==> config.mk <==
export PLATFORM = sky130hd
export DESIGN_NAME = ptp_evt_classifier
export DESIGN_NICKNAME = d
export VERILOG_FILES = /design/src/rtl/ptp_cls_pkg.sv /design/src/rtl/ptp_l2_filt.sv /design/src/rtl/ptp_l4_filt.sv /design/src/rtl/ptp_mode_sel.sv /design/src/rtl/ptp_evt_classifier.sv
export SDC_FILE = /design/constraint.sdc
export NUM_CORES = 1
export LEC_CHECK = 0
export BUFFER_PORTS_ARGS = -buffer_cell sky130_fd_sc_hd__buf_2
export CAP_MARGIN = 20
export CORE_UTILIZATION = 20
export DETAILED_ROUTE_END_ITERATION = 6
export GPL_ROUTABILITY_DRIVEN = 0
export PLACE_DENSITY = 0.93
export SETUP_SLACK_MARGIN = 0.5
export SYNTH_ARGS = -nofsm -noshare
export SYNTH_HDL_FRONTEND = slang
export SYNTH_SLANG_ARGS = --single-unit
==> constraint.sdc <==
create_clock -name clk -period 4 [get_ports clk]
set_input_delay 0.6 -clock clk [delete_from_list [all_inputs] [get_ports clk]]
set_output_delay 0.6 -clock clk [all_outputs]
set_load 0.005 [all_outputs]
==> src/rtl/ptp_cls_pkg.sv <==
package ptp_cls_pkg;
  typedef enum logic [1:0] {
    PM_OFF    = 2'b00,
    PM_V1_UDP = 2'b01,
    PM_V2_EVT = 2'b10,
    PM_ALL    = 2'b11
  } ptp_mode_e;

  localparam logic [7:0] IPPROTO_UDP = 8'd17;
endpackage

==> src/rtl/ptp_l2_filt.sv <==
module ptp_l2_filt #(
  parameter int          ETYPE_W = 16,
  parameter logic [15:0] ETH_PTP = 16'h88F7
) (
  input  logic               en,
  input  logic               ts_en,
  input  logic [ETYPE_W-1:0] eth_type,
  output logic               hit
);
  localparam logic [ETYPE_W-1:0] MATCH = ETYPE_W'(ETH_PTP);

  always_comb hit = en && ts_en && (eth_type == MATCH);
endmodule

==> src/rtl/ptp_l4_filt.sv <==
module ptp_l4_filt #(
  parameter int PORT_W      = 16,
  parameter int EVT_PORT    = 319,
  parameter bit HAS_SRC_CHK = 1'b1
) (
  input  logic              en,
  input  logic              src_chk,
  input  logic              is_ipv4,
  input  logic [7:0]        ip_proto,
  input  logic [PORT_W-1:0] udp_src,
  input  logic [PORT_W-1:0] udp_dst,
  output logic              hit
);
  import ptp_cls_pkg::*;

  localparam logic [PORT_W-1:0] PORT = PORT_W'(EVT_PORT);

  logic src_ok;

  generate
    if (HAS_SRC_CHK) begin : g_src
      always_comb src_ok = !src_chk || (udp_src == PORT);
    end else begin : g_nosrc
      logic unused_src;
      always_comb unused_src = src_chk ^ (^udp_src);
      always_comb src_ok = 1'b1;
    end
  endgenerate

  always_comb
    hit = en && is_ipv4 && (ip_proto == IPPROTO_UDP) && (udp_dst == PORT) && src_ok;
endmodule

==> src/rtl/ptp_mode_sel.sv <==
module ptp_mode_sel #(
  parameter int VER_W    = 4,
  parameter int MSG_W    = 4,
  parameter int EVT_LIM  = 4
) (
  input  ptp_cls_pkg::ptp_mode_e mode,
  input  logic                   v1_sel,
  input  logic                   l2_hit,
  input  logic                   l4_hit,
  input  logic [VER_W-1:0]       ptp_ver,
  input  logic [7:0]             v1_ctrl,
  input  logic [MSG_W-1:0]       msg_type,
  output logic                   qualify
);
  import ptp_cls_pkg::*;

  localparam logic [7:0]       CTRL_SYNC = 8'd0;
  localparam logic [7:0]       CTRL_DREQ = 8'd1;
  localparam logic [MSG_W-1:0] LIM       = MSG_W'(EVT_LIM);

  logic [7:0] want_ctrl;

  always_comb begin
    want_ctrl = v1_sel ? CTRL_DREQ : CTRL_SYNC;
    unique case (mode)
      PM_V1_UDP: qualify = l4_hit && (ptp_ver == VER_W'(1)) && (v1_ctrl == want_ctrl);
      PM_V2_EVT: qualify = (l2_hit || l4_hit) && (ptp_ver == VER_W'(2)) && (msg_type < LIM);
      PM_ALL:    qualify = 1'b1;
      default:   qualify = 1'b0;
    endcase
  end
endmodule

==> src/rtl/ptp_evt_classifier.sv <==
module ptp_evt_classifier #(
  parameter int          ETYPE_W     = 16,
  parameter int          PORT_W      = 16,
  parameter int          VER_W       = 4,
  parameter int          MSG_W       = 4,
  parameter logic [15:0] ETH_PTP     = 16'h88F7,
  parameter int          EVT_PORT    = 319,
  parameter int          EVT_LIM     = 4,
  parameter bit          HAS_SRC_CHK = 1'b1
) (
  input  logic               clk,
  input  logic               rst_n,
  input  logic [1:0]         mode,
  input  logic               v1_sel,
  input  logic               l2_en,
  input  logic               l2_ts_en,
  input  logic               l4_en,
  input  logic               src_chk,
  input  logic               frm_valid,
  input  logic [ETYPE_W-1:0] eth_type,
  input  logic               is_ipv4,
  input  logic [7:0]         ip_proto,
  input  logic [PORT_W-1:0]  udp_src,
  input  logic [PORT_W-1:0]  udp_dst,
  input  logic [VER_W-1:0]   ptp_ver,
  input  logic [7:0]         v1_ctrl,
  input  logic [MSG_W-1:0]   msg_type,
  output logic               cap_req
);
  import ptp_cls_pkg::*;

  logic      l2_hit, l4_hit, qualify;
  ptp_mode_e mode_e;

  always_comb mode_e = ptp_mode_e'(mode);

  ptp_l2_filt #(.ETYPE_W(ETYPE_W), .ETH_PTP(ETH_PTP)) u_l2 (
    .en(l2_en), .ts_en(l2_ts_en), .eth_type(eth_type), .hit(l2_hit)
  );

  ptp_l4_filt #(.PORT_W(PORT_W), .EVT_PORT(EVT_PORT), .HAS_SRC_CHK(HAS_SRC_CHK)) u_l4 (
    .en(l4_en), .src_chk(src_chk), .is_ipv4(is_ipv4), .ip_proto(ip_proto),
    .udp_src(udp_src), .udp_dst(udp_dst), .hit(l4_hit)
  );

  ptp_mode_sel #(.VER_W(VER_W), .MSG_W(MSG_W), .EVT_LIM(EVT_LIM)) u_sel (
    .mode(mode_e), .v1_sel(v1_sel), .l2_hit(l2_hit), .l4_hit(l4_hit),
    .ptp_ver(ptp_ver), .v1_ctrl(v1_ctrl), .msg_type(msg_type), .qualify(qualify)
  );

  always_ff @(posedge clk) begin
    if (!rst_n) cap_req <= 1'b0;
    else        cap_req <= frm_valid && qualify;
  end
endmodule

==> flow_results.org <==
** Run status
- Run status :: finished clean

** Power
- Reported leakage power :: about 0.38 nW
- The clock network accounts for 0% of the total power.
- Relative contribution of sequential cells to total power :: between 10% and 20%
- Switching power of the nets :: around 0.000015 W
- The worst-case IR drop observed on VDD is 0.0350 mV.
- Combinational logic burns around 80% of the power.
- In this run switching power makes up between 20% and 30% of total power.
- Power spread over the standard cell area amounts to between 80 and 90 mW/mm².
- Pint :: between 0.00004 and 0.00005 W

** Detailed routing
- Average detailed-routed wire length per instance :: 9.19 µm
- For this run, the detailed router's first-pass iteration total came to 1.
- Number of vias per cell after detailed routing :: about 4.7
- Count of vias placed by the detailed router :: 630
- Post-route antenna net violation count :: 0
- In the routed design, unresolved DRC markers number 0.
- The first routing iteration left 0 violations.
- The final layout contains routed wiring with a total length of 1230 µm.

** Clock tree
- Resize count post-CTS :: 0
- Clock edge transition at the registers on the reported setup and hold paths :: 0 ns
- Setup repair bufs after CTS :: 0
- Hold repair after CTS inserted 0 buffers.

** Synthesis
- The cell area that synthesis handed to floorplanning was 280 µm².
- XOR/XNOR Fraction of Synth Area :: around 3.1%
- Main combinational cell family by area after synthesis :: simple AND/OR/NAND/NOR gates
- nor4_2 takes more of the synthesized area than any other cell.
- Compound-Gate Fraction of Synth Area :: 10.3%
- After Yosys synthesis, full adders, half adders and majority gates account for 0% of the synthesized area.
- Number of unique standard cell types used by synthesis :: 20
- Mean instance size in the synthesized netlist :: between 7 and 8 µm²
- The synthesized netlist devotes between 70 and 80% of its cell area to simple gates.
- In this run, synthesis produced a sequential element count of 1.
- Mux share of post-synthesis cell area :: 0%
- Area fraction of the dominant cell type after synthesis :: between 10% and 20%
- Net Count, Synth :: between 100 and 150
- Fraction of the yosys area taken by sequential cells :: 7.14%
- Yosys printed 0 warnings.
- Synth top area cells :: nor4_2, nand4b_1, nor4_1
- Synthesis produced 38 cells.

** Setup path
- Capturing element type of the critical path :: flop
- Signal arrival time at the worst endpoint :: roughly 2.0 ns
- Kind of launch point of the worst setup path :: input port
- For the worst setup path, the data required time is slightly below 4 ns.
- Worst setup path class :: input port to flop
- Of all nets on the critical path, the largest fanout is 1.

** GRT
- Largest net degree at the start of global routing :: 4
- Antenna violations before repair :: 0
- Total congestion overflow :: 0
- Global routing used roughly 13% of the available tracks.
- Number of global-route vias before repair :: 437
- First-pass GRT wire length :: between 1000 and 1500 µm

** Cells and area
- Filler Cell Count :: 131
- In the layout the commonest cells are buf_2, nor4_1, nand4b_1, nand4_1.
- The largest registers in the layout are cap_req x1.
- Most common cell after layout, fill and taps aside :: buf_2
- The net count of the finished layout is between 200 and 250.
- Once layout is complete, the utilization of the core stands at between 50% and 60%.
- Cells with a size suffix above 1 make up between 70% and 80% of the layout.
- Counting flops per register, the top entry is cap_req.
- Area growth from synthesis to layout :: 151%
- The number of flip-flops in the largest register came to 1.
- Diodes inserted :: 0
- Final Cell Area :: just over 700 µm²

** Timing
- Final Setup Violations :: 0
- Post-layout minimum cycle time :: approximately 2.0 ns
- Worst slew slack as a fraction of its limit :: 82.6%
- Of the available clock period, the critical path in the final layout requires 51.1%.
- Derived from the worst setup path, the maximum achievable clock frequency is about 490 MHz.
- RSZ-0062 raised after global routing :: false
- Number of hold-slack violations in the final timing report :: 0
- Max-slew violation count :: 0
- Worst-Margin Slew :: 0.258 ns
- Summed over all failing endpoints, the final setup total negative slack is 0 ns.

** Place
- HPWL after DPL :: roughly 1200 µm
- In this run the cell area measured after placement is about 700 µm².
- Buffers on Ports :: slightly above 80

** Floorplan
- From left edge to right edge, the die measures 39.4 µm.
- Number of top-level pins :: 84
- In this run the vertical extent of the chip is a little under 40 µm.
- Starting density of the core :: a little over a fifth
- Area of the core :: 0.00130 mm²
- The die covers 0.00156 mm².
- Site Rows :: 13

** Hold path
- Min-Delay Path Class :: input port to flop
- Number of stages on the worst hold path :: 3
- For hold timing, the worst endpoint is cap_req.
- Startpoint of the worst hold path :: mode[0]

** Job
- Max-cap viol count :: 0
## per-stage QoR
stage,power [W],cells,hold slack (ns),worst slack [ns]
2_1_floorplan,0.0000181,38,0.746,2.14
3_3_place_gp,0.0000561,134,0.879,1.98
3_5_place_dp,0.0000577,134,0.880,1.95
4_1_cts,0.0000577,134,0.893,1.95
5_1_grt,0.0000626,134,0.935,1.81
6_report,0.0000572,134,0.891,1.96
## worst max-delay path: stages
cell and delay (ns):
buf_2 0.09, or4_4 0.52, nor4_2 0.22, nand4_1 0.13, a221o_1 0.27, a21oi_1 0.13
## layer usage
layer / up-vias / share of wire (%) / track usage (%)
met3: 0 / 13 / 0.568
met5: - / 0 / 0
met4: 0 / 0 / 0
met1: 261 / 34 / 13.7
li1: 328 / - / -
met2: 41 / 54 / 28.3
## synth_stat cells
master	count
nand3_1	3
nor4bb_1	1
or3_1	1
nor4_2	3
nor2_1	2
a21oi_1	1
nand2_1	3
nor4b_1	2
nand4_1	4
nor3_1	1
o21bai_1	1
xor2_1	1
nor4_1	5
nand4b_1	4
inv_1	1
nand2b_1	1
a31oi_1	1
a221o_1	1
or4_4	1
dfxtp_1	1
## power by group through the flow
stage | logic [W] | registers, W | clock network [W]
after floorplan | 0.00000766 | 0.0000104 | 0
after global placement | 0.0000457 | 0.0000104 | 0
after detailed placement | 0.0000472 | 0.0000104 | 0
after CTS | 0.0000473 | 0.0000104 | 0
after global routing | 0.0000522 | 0.0000104 | 0
final | 0.0000468 | 0.0000104 | 0
## kinds of logic (layout without fill, tap and decap cells)
logic type / after synthesis / count (layout)
AO/OA/AOI/OAI: 4 / 4
XOR/XNOR: 1 / 1
AND/OR/NAND/NOR: 31 / 31
flip-flops: 1 / 1
buffers and inverters: 1 / 82
## worst max-delay path by stage
stage,startpoint,endpoint,depth (start not counted)
after detailed placement,udp_dst[11],cap_req,6
after global placement,udp_dst[11],cap_req,6
final,udp_dst[11],cap_req,6
after floorplan,udp_dst[11],cap_req,5
after global routing,udp_dst[11],cap_req,6
after CTS,udp_dst[11],cap_req,6
## layout make-up
type,count,area [µm²],share of cell area [%]
repair buffers,81,405,57.5
inverters,1,3.75,0.533
well taps,15,18.8,2.66
multi-input cells,36,256,36.4
flip-flops and latches,1,20.0,2.84
Power figures use the tool's default switching activity.
